File: src/rtl/cwf_pkg.sv
`timescale 1ns/1ps
package cwf_pkg;

    localparam int DATA_W_DEF = 32;
    localparam int WORDS_DEF  = 8;
    localparam int LINE_W_DEF = 27;

    typedef enum logic [1:0] {
        ST_IDLE = 2'd0,
        ST_REQ  = 2'd1,
        ST_FILL = 2'd2,
        ST_DONE = 2'd3
    } fill_state_e;

    typedef enum logic {
        ORD_LINEAR = 1'b0,
        ORD_WRAP   = 1'b1
    } fill_order_e;

    function automatic fill_order_e order_of(input logic wrap);
        return wrap ? ORD_WRAP : ORD_LINEAR;
    endfunction

    function automatic fill_state_e next_state(
        input fill_state_e cur,
        input logic        accept,
        input logic        beat_fire,
        input logic        last_beat
    );
        fill_state_e nxt;
        nxt = cur;
        unique case (cur)
            ST_IDLE: if (accept) nxt = ST_REQ;
            ST_REQ:  nxt = ST_FILL;
            ST_FILL: if (beat_fire && last_beat) nxt = ST_DONE;
            ST_DONE: nxt = ST_IDLE;
            default: nxt = ST_IDLE;
        endcase
        return nxt;
    endfunction

endpackage

File: src/rtl/cwf_beat_seq.sv
`timescale 1ns/1ps
module cwf_beat_seq
    import cwf_pkg::*;
#(
    parameter int WORDS  = WORDS_DEF,
    parameter int OFFS_W = $clog2(WORDS)
) (
    input  logic              clk,
    input  logic              rst,
    input  logic              load,
    input  logic [OFFS_W-1:0] load_word,
    input  fill_order_e       load_order,
    input  logic              beat_fire,
    output logic [OFFS_W-1:0] cur_word,
    output logic              last_beat
);
    localparam logic [OFFS_W-1:0] LAST_CNT = OFFS_W'(WORDS - 1);

    logic [OFFS_W-1:0] base_q;
    logic [OFFS_W-1:0] cnt_q;
    fill_order_e       order_q;

    always_ff @(posedge clk) begin
        if (rst) begin
            base_q  <= '0;
            cnt_q   <= '0;
            order_q <= ORD_LINEAR;
        end else if (load) begin
            base_q  <= load_word;
            cnt_q   <= '0;
            order_q <= load_order;
        end else if (beat_fire) begin
            cnt_q <= cnt_q + 1'b1;
        end
    end

    always_comb begin
        if (order_q == ORD_WRAP) cur_word = base_q + cnt_q;
        else                     cur_word = cnt_q;
    end

    assign last_beat = (cnt_q == LAST_CNT);

endmodule

File: src/rtl/cwf_line_buf.sv
`timescale 1ns/1ps
module cwf_line_buf
    import cwf_pkg::*;
#(
    parameter int DATA_W = DATA_W_DEF,
    parameter int WORDS  = WORDS_DEF,
    parameter int OFFS_W = $clog2(WORDS)
) (
    input  logic                    clk,
    input  logic                    rst,
    input  logic                    clear,
    input  logic                    wr_en,
    input  logic [OFFS_W-1:0]       wr_idx,
    input  logic [DATA_W-1:0]       wr_data,
    input  logic [OFFS_W-1:0]       rd_idx,
    output logic [DATA_W-1:0]       rd_data,
    output logic                    rd_present,
    output logic [DATA_W*WORDS-1:0] line_flat
);
    logic [DATA_W-1:0] word_q [WORDS];
    logic [WORDS-1:0]  present_q;

    for (genvar w = 0; w < WORDS; w++) begin : g_word
        localparam logic [OFFS_W-1:0] IDX = OFFS_W'(w);
        logic hit_w;
        assign hit_w = wr_en && (wr_idx == IDX);

        always_ff @(posedge clk) begin
            if (rst) begin
                word_q[w]    <= '0;
                present_q[w] <= 1'b0;
            end else if (clear) begin
                present_q[w] <= 1'b0;
            end else if (hit_w) begin
                word_q[w]    <= wr_data;
                present_q[w] <= 1'b1;
            end
        end

        assign line_flat[w*DATA_W +: DATA_W] = word_q[w];
    end

    assign rd_data    = word_q[rd_idx];
    assign rd_present = present_q[rd_idx];

endmodule

File: src/rtl/cwf_rsp_fwd.sv
`timescale 1ns/1ps
module cwf_rsp_fwd
    import cwf_pkg::*;
#(
    parameter int DATA_W = DATA_W_DEF,
    parameter int WORDS  = WORDS_DEF,
    parameter int OFFS_W = $clog2(WORDS)
) (
    input  logic              clk,
    input  logic              rst,
    input  logic              arm,
    input  logic [OFFS_W-1:0] arm_word,
    input  logic              beat_fire,
    input  logic [OFFS_W-1:0] beat_word,
    input  logic [DATA_W-1:0] beat_data,
    output logic              rsp_valid,
    output logic [DATA_W-1:0] rsp_data
);
    logic              armed_q;
    logic [OFFS_W-1:0] target_q;

    assign rsp_valid = armed_q && beat_fire && (beat_word == target_q);
    assign rsp_data  = rsp_valid ? beat_data : '0;

    always_ff @(posedge clk) begin
        if (rst) begin
            armed_q  <= 1'b0;
            target_q <= '0;
        end else if (arm) begin
            armed_q  <= 1'b1;
            target_q <= arm_word;
        end else if (rsp_valid) begin
            armed_q <= 1'b0;
        end
    end

endmodule

File: src/rtl/cwf_line_fill.sv
`timescale 1ns/1ps
module cwf_line_fill
    import cwf_pkg::*;
#(
    parameter int DATA_W = DATA_W_DEF,
    parameter int WORDS  = WORDS_DEF,
    parameter int LINE_W = LINE_W_DEF,
    localparam int OFFS_W = $clog2(WORDS)
) (
    input  logic                    clk,
    input  logic                    rst,
    input  logic                    miss_valid,
    input  logic [LINE_W-1:0]       miss_line,
    input  logic [OFFS_W-1:0]       miss_offset,
    input  logic                    miss_wrap,
    output logic                    miss_ready,
    output logic                    mem_req_valid,
    output logic [LINE_W-1:0]       mem_req_line,
    output logic [OFFS_W-1:0]       mem_req_first,
    input  logic                    mem_rvalid,
    input  logic [DATA_W-1:0]       mem_rdata,
    output logic                    cpu_rsp_valid,
    output logic [DATA_W-1:0]       cpu_rsp_data,
    input  logic                    hit_req,
    input  logic [LINE_W-1:0]       hit_line,
    input  logic [OFFS_W-1:0]       hit_offset,
    output logic                    hit_rsp_valid,
    output logic [DATA_W-1:0]       hit_rsp_data,
    output logic                    fill_done,
    output logic [DATA_W*WORDS-1:0] fill_line
);
    typedef struct packed {
        logic [LINE_W-1:0] line;
        logic [OFFS_W-1:0] offset;
        fill_order_e       order;
    } miss_ctx_t;

    fill_state_e       state_q;
    miss_ctx_t         ctx_q;
    logic              accept;
    logic              beat_fire;
    logic              last_beat;
    logic [OFFS_W-1:0] beat_word;
    logic [OFFS_W-1:0] first_word;
    logic              buf_present;
    logic [DATA_W-1:0] buf_data;

    assign accept     = miss_valid && (state_q == ST_IDLE);
    assign beat_fire  = mem_rvalid && (state_q == ST_FILL);
    assign first_word = (order_of(miss_wrap) == ORD_WRAP) ? miss_offset : '0;

    always_ff @(posedge clk) begin
        if (rst) begin
            state_q <= ST_IDLE;
            ctx_q   <= '{line: '0, offset: '0, order: ORD_LINEAR};
        end else begin
            state_q <= next_state(state_q, accept, beat_fire, last_beat);
            if (accept) begin
                ctx_q <= '{line: miss_line, offset: miss_offset,
                           order: order_of(miss_wrap)};
            end
        end
    end

    cwf_beat_seq #(.WORDS(WORDS), .OFFS_W(OFFS_W)) u_seq (
        .clk       (clk),
        .rst       (rst),
        .load      (accept),
        .load_word (first_word),
        .load_order(order_of(miss_wrap)),
        .beat_fire (beat_fire),
        .cur_word  (beat_word),
        .last_beat (last_beat)
    );

    cwf_line_buf #(.DATA_W(DATA_W), .WORDS(WORDS), .OFFS_W(OFFS_W)) u_buf (
        .clk       (clk),
        .rst       (rst),
        .clear     (accept),
        .wr_en     (beat_fire),
        .wr_idx    (beat_word),
        .wr_data   (mem_rdata),
        .rd_idx    (hit_offset),
        .rd_data   (buf_data),
        .rd_present(buf_present),
        .line_flat (fill_line)
    );

    cwf_rsp_fwd #(.DATA_W(DATA_W), .WORDS(WORDS), .OFFS_W(OFFS_W)) u_fwd (
        .clk      (clk),
        .rst      (rst),
        .arm      (accept),
        .arm_word (miss_offset),
        .beat_fire(beat_fire),
        .beat_word(beat_word),
        .beat_data(mem_rdata),
        .rsp_valid(cpu_rsp_valid),
        .rsp_data (cpu_rsp_data)
    );

    assign miss_ready    = (state_q == ST_IDLE);
    assign mem_req_valid = (state_q == ST_REQ);
    assign mem_req_line  = ctx_q.line;
    assign mem_req_first = (ctx_q.order == ORD_WRAP) ? ctx_q.offset : '0;
    assign fill_done     = (state_q == ST_DONE);

    assign hit_rsp_valid = hit_req && (hit_line == ctx_q.line) && buf_present;
    assign hit_rsp_data  = hit_rsp_valid ? buf_data : '0;

endmodule

File: config.mk
export PLATFORM = sky130hd
export DESIGN_NAME = cwf_line_fill
export DESIGN_NICKNAME = d
export VERILOG_FILES = /design/src/rtl/cwf_pkg.sv /design/src/rtl/cwf_beat_seq.sv /design/src/rtl/cwf_line_buf.sv /design/src/rtl/cwf_rsp_fwd.sv /design/src/rtl/cwf_line_fill.sv
export SDC_FILE = /design/constraint.sdc
export NUM_CORES = 1
export LEC_CHECK = 0
export ABC_AREA = 1
export ABC_CLOCK_PERIOD_IN_PS = 8100
export BUFFER_PORTS_ARGS = -buffer_cell sky130_fd_sc_hd__buf_2
export CELL_PAD_IN_SITES_DETAIL_PLACEMENT = 2
export CELL_PAD_IN_SITES_GLOBAL_PLACEMENT = 2
export CORE_MARGIN = 3
export CORE_UTILIZATION = 32
export CTS_CLUSTER_DIAMETER = 50
export DETAILED_ROUTE_END_ITERATION = 8
export PLACE_DENSITY_LB_ADDON = 0.1
export SYNTH_ARGS = -nofsm -noshare
export SYNTH_HDL_FRONTEND = slang
export SYNTH_SLANG_ARGS = --single-unit
File: constraint.sdc
create_clock -name clk -period 8.1 [get_ports clk]
set_clock_uncertainty 0.15 [all_clocks]
set_input_delay 1.215 -clock clk [delete_from_list [all_inputs] [get_ports clk]]
set_output_delay 1.215 -clock clk [all_outputs]
set_load 0.02 [all_outputs]
After elaboration in Yosys (flattened, before gate mapping)
Memory sizes are Yosys's and may differ from the RTL's.
Index checks and enable logic that the tools add are counted.
{ "word_totals": {"regBits": 48, "latchBits": 0, "ram_bits": 256, "romBits": 0, "inputBits": 98, "output_inout_bits": 355, "elab_cells": 117, "mem_count": 1} }
{ "mem_list": {"columns": ["name", "words", "width", "rd", "rd_clocked_by_memory_dff", "wr", "line", "rtl"], "rows": [
  ["u_buf.word_q", 8, 32, 9, 0, 8, "cwf_line_buf.sv:20", "logic [DATA_W-1:0] word_q [WORDS];"]
]} }
{ "op_classes": {"add_sub_neg": 2, "multipliers": 0, "div_mod_pow": 0, "n_lt_le_gt_ge": 1, "eq_ne": 15, "shift": 0, "muxes": 55, "bitwise_logic": 8, "reduce_logical": 20} }
{ "ops": {"columns": ["op", "n"], "rows": [
  ["32-bit 2-to-1 mux", 10],
  ["1-bit 2-to-1 mux", 38],
  ["27-bit == test", 1],
  ["3-bit == test, second input constant", 5],
  ["1-bit logical AND", 15],
  ["3-bit 2-to-1 mux", 3],
  ["1-bit bitwise OR", 8],
  ["2-bit case mux with 4 select lines", 1],
  ["3-bit by 2-bit == test with 1-bit output, second input constant", 2],
  ["2-bit == test, second input constant", 2],
  ["3-bit by 4-bit < comparator with 1-bit output, second input constant", 1],
  ["2-bit 2-to-1 mux", 2],
  ["2-bit by 1-bit inequality test with 1-bit output, second input constant", 2],
  ["3-bit by 1-bit adder with 3-bit output, second input constant", 1],
  ["3-bit adder", 1],
  ["1-bit binary-select mux with 3-bit select", 1],
  ["3-bit by 1-bit == test with 1-bit output, second input constant", 1],
  ["3-bit == test", 1],
  ["3-bit logical NOT", 1],
  ["2-bit by 1-bit == test with 1-bit output, second input constant", 1],
  ["2-bit logical NOT", 1],
  ["2-bit AND reduction", 1],
  ["2-bit nonzero test", 1],
  ["2-bit OR reduction", 1]
]} }

Longest topological paths before layout
{ "depth": {"ltp_word": 9, "ltp_mapped": 13, "mapped_depth_nobuf": 12} }

Modules after synthesis
Synthesis repeated with hierarchy kept, for this count alone.
{ "unflattened": {"hier_cells": 2040, "hier_area_um2": 16286.9} }
{ "by_module_without_submodules": {"columns": ["mod", "n_inst", "cells_each", "area_per_inst_um2", "seq_area_each_um2"], "rows": [
  ["cwf_line_buf", 1, 1507, 12839.8, 7847.5],
  ["cwf_line_fill", 1, 383, 2507.4, 660.6],
  ["cwf_rsp_fwd", 1, 100, 553.0, 80.1],
  ["cwf_beat_seq", 1, 50, 386.6, 140.1]
]} }

Worst setup path before layout
OpenSTA, ideal clock, no wires.
{ "synth_timing": {"path_kind": "input -> output", "startpoint": "input port hit_offset[0]", "endpoint": "output port hit_rsp_data[10]", "t_arrival_ps": 2516, "required_ps": 6735, "path_slack_ps": 4219, "cell_stages": 10, "n_path_buf": 3, "path_cell_list": "buf_2 inv_2 buf_6 buf_4 nor2_1 o21ai_1 nand2_1 nand2_1 nand2_1 nor3_1"} }
{ "synth_between": {"elab_chain_cells": 4, "word_cells_on_any_way": 5, "classes_between": "mux (3); reduce/logical (1); memory (1)"} }
{ "synth_lines": {"columns": ["item", "line", "rtl"], "rows": [
  ["start: declaration", "cwf_line_fill.sv:26", "input logic [OFFS_W-1:0] hit_offset,"],
  ["1-bit binary-select mux with 3-bit select", "cwf_line_buf.sv:44", "assign rd_present = present_q[rd_idx];"],
  ["1-bit 2-to-1 mux (not written as such)", "cwf_line_buf.sv:44", null],
  ["1-bit logical AND", "cwf_line_fill.sv:107", "assign hit_rsp_valid = hit_req && (hit_line == ctx_q.line) && buf_present;"],
  ["32-bit 2-to-1 mux (*)", "cwf_line_fill.sv:108", "assign hit_rsp_data = hit_rsp_valid ? buf_data : '0;"],
  ["end: declaration", "cwf_line_fill.sv:28", "output logic [DATA_W-1:0] hit_rsp_data,"]
]} }
Every way passes the cells marked *; elsewhere a longest branch is shown, timed or not. The select of a mux whose other input is x is not followed.

Final worst setup path
{ "layout_timing": {"startpoint": "input port hit_offset[1]", "endpoint": "output port hit_rsp_data[29]"} }
Same word-level chain as after synthesis.

==> summary.txt <==
Power
  • Power Density: 250 mW/mm^2
  • Sw Ratio: 0.312
  • Clk pwr share: 0.403
  • Combinational power share: 0.182
  • Int Power: about 3.2 mW
  • Leak: ~8.5 nW
  • Sequential power share: 0.415
  • Net Switching: roughly 1.4 mW
  • Worst IR Drop VDD: 0.000122 V

Clock network
  • CTS buffer count: between 40 and 50
  • Clock Sinks: 304
  • CTS root buf: clkbuf_16
  • Worst-path clk slew: 0.05 ns
  • Clk_lat worst skew: roughly 0.54 ns
  • CTS H-tree lvls: 2
  • CTS tree: done
  • # resized after CTS: 0
  • CTS max path bufs: 3
  • Post-CTS Setup Inserts: 0
  • Post-CTS Hold Buffers: 0

Worst setup path
  • R2R cell count: 8
  • Startpoint types: input port
  • Worst-path maximum fanout: between 60 and 70
  • Setup Crit Path Kind: in2out
  • Crit. End Element: output port
  • Arrival time at the worst endpoint: between 4 and 5 ns
  • WP data required: slightly below 7 ns

Floorplanning
  • Io pins: between 400 and 500
  • DIE WIDTH: approximately 220 um
  • Die ar.: about 0.048 mm^2
  • Core Box Area: about 0.045 mm^2
  • Row count: 77
  • Initial Utilization: 0.327
  • Die height: 220 um

STA
  • Max-slew violations: 0
  • F_max: about 170 MHz
  • PnR worst setup slack: roughly 2.4 ns
  • Final TNS setup: 0 ns
  • Final setup violation count: 0
  • Final hold vios: 0
  • Tmin final: 5.72 ns
  • Final Cycle Share: 0.706
  • RSZ-0062 raised after global routing: false
  • Max_slew headroom: 0.209
  • Min Hold Slack: 0.336 ns
  • Worst-margin pin slew: about 1.2 ns

Yosys
  • Top-area cell type share of the netlist area: 0.525
  • Synth area leaders: edfxtp_1 53%, nor2_1 12%, nand2_1 9.1%
  • Netlist cell types: 34
  • Synthesized cell area: approximately 0.015 mm^2
  • Post-synthesis cell count: 1641
  • Largest area contributor in the netlist: edfxtp_1
  • Sequential area share after synthesis: 0.591
  • Mapped Nets: approximately 1700
  • Syn avg cell area: roughly 9 um^2
  • Synth Warn #: 0
  • #FFs+latches synth: around 300

Routing
  • Drt via density: roughly 5
  • Via total after detailed routing: 13300
  • First-pass DRT Iterations: 5
  • Final WL: between 60 and 70 mm
  • Post-DRT Antenna Nets: 0
  • Drt wl/cell: between 20 and 25 um
  • DRC Markers: 0
  • DR iter-0 viols: about 770

Global routing
  • Grt ovf: 0
  • First-pass GRT wire length: slightly above 90 mm
  • Total track usage: 0.261
  • Number of global-route vias before repair: 14300
  • Pin count of the biggest net entering global routing: 73
  • Initial antenna violation count: 1

Finish
  • Total Nets Final: ~2100
  • Synth-to-Final Area Change: 25.6%
  • Fillers: 5029
  • Reg area: slightly below 0.009 mm^2
  • Cell area after layout: ~0.018 mm^2
  • Share of post-route cells with drive strength above 1: 0.282
  • Multi-input gate area: slightly below 0.005 mm^2
  • ANT cells: 0
  • Commonest cells after routing, fill and taps aside: 459 x nor2_1, 450 x buf_2, 345 x nand2_1
  • Commonest non-fill, non-tap cell in the layout: nor2_1
  • Core Util, Final: 0.411

Placed design
  • GP Congestion: about 0.82
  • Post-DP Area: between 0.015 and 0.02 mm^2
  • Pre-CTS setup slack: 2.37 ns
  • PortBufs: ~450
  • HPWL Detailed: between 40 and 50 mm

Status
  • Status: finished, final reports clean

Run
  • Number of max-cap violations: 0

Hold path
  • Hold WC Path Type: reg2reg
  • Worst hold path depth: 2
## layout make-up
type / instances / area share
inverter: 90 / 0.0186
clock inverter: 26 / 0.0121
clock buffer: 53 / 0.0634
sequential: 304 / 0.470
tap: 592 / 0.0403
multi-input combinational: 1124 / 0.268
timing repair buffer: 462 / 0.127
## critical path, cell delays in order
cell	delay [ns]
buf_4	0.37
inv_2	0.70
nand3_1	0.14
nand3_1	0.11
nand2_1	0.06
inv_1	0.08
nand3_2	0.85
nor3_1	0.52
buf_2	0.25
## sequential cells by signal (all words and copies together) (netlist names)
signal	flops
mem_req_line	27
u_fwd.armed_q	1
u_buf.present_q	8
ctx_q	3
state_q	2
u_buf.word_q	256
u_seq.cnt_q	3
u_seq.base_q	3
u_seq.order_q	1
## synth_stat cells, drive strengths merged
library cell / instances
nand4: 2
nor3: 42
or2: 2
nand3: 87
a21oi: 20
o21ai: 117
nor2: 461
edfxtp: 256
dfxtp: 48
ha: 8
fa: 1
inv: 58
buf: 99
xnor2: 5
clkinv: 32
a211oi: 1
xor2: 5
clkbuf: 24
nand2: 370
o22ai: 3
## kinds of logic after synthesis
logic type,Yosys count,share of synthesized area
and+or+nand+nor,964,0.271
DFF,304,0.591
adders and majority gates,9,0.00821
AOI/OAI and AO/OA,141,0.0486
buffers and inverters,213,0.0755
xor gates and xnor gates,10,0.00598
## per-layer routing
metal,GRT usage,wire length [um],vias to the layer above
met4,0.0706,1420,2
li1,-,-,6077
met2,0.462,32300,397
met5,0,13,-
met1,0.325,27100,6757
met3,0.0530,4080,72
## metrics by stage
step / cells / total power, mW
2_1_floorplan: 1641 / 2.50
3_3_place_gp: 2572 / 2.76
3_5_place_dp: 2572 / 2.79
4_1_cts: 2651 / 4.65
5_1_grt: 2651 / 4.80
6_report: 2651 / 4.60
## final timing paths
path	slack [ns]	startpoint	end
setup reg to reg	4.12	state_q[0]	u_buf.word_q[6][17]
hold / removal	0.34	u_buf.present_q[7]	u_buf.present_q[7]
setup / recovery	2.38	hit_offset[1]	hit_rsp_data[29]
hold reg to reg	0.34	u_buf.present_q[7]	u_buf.present_q[7]
## power groups by stage
stage | clock network (mW) | registers, mW | logic [mW]
after floorplan | 0 | 1.99 | 0.503
after global placement | 0 | 1.93 | 0.821
after detailed placement | 0 | 1.94 | 0.848
after CTS | 1.89 | 1.91 | 0.854
after global routing | 1.95 | 1.92 | 0.924
final | 1.85 | 1.91 | 0.837
Note: power is estimated with default switching activity, not from simulation.
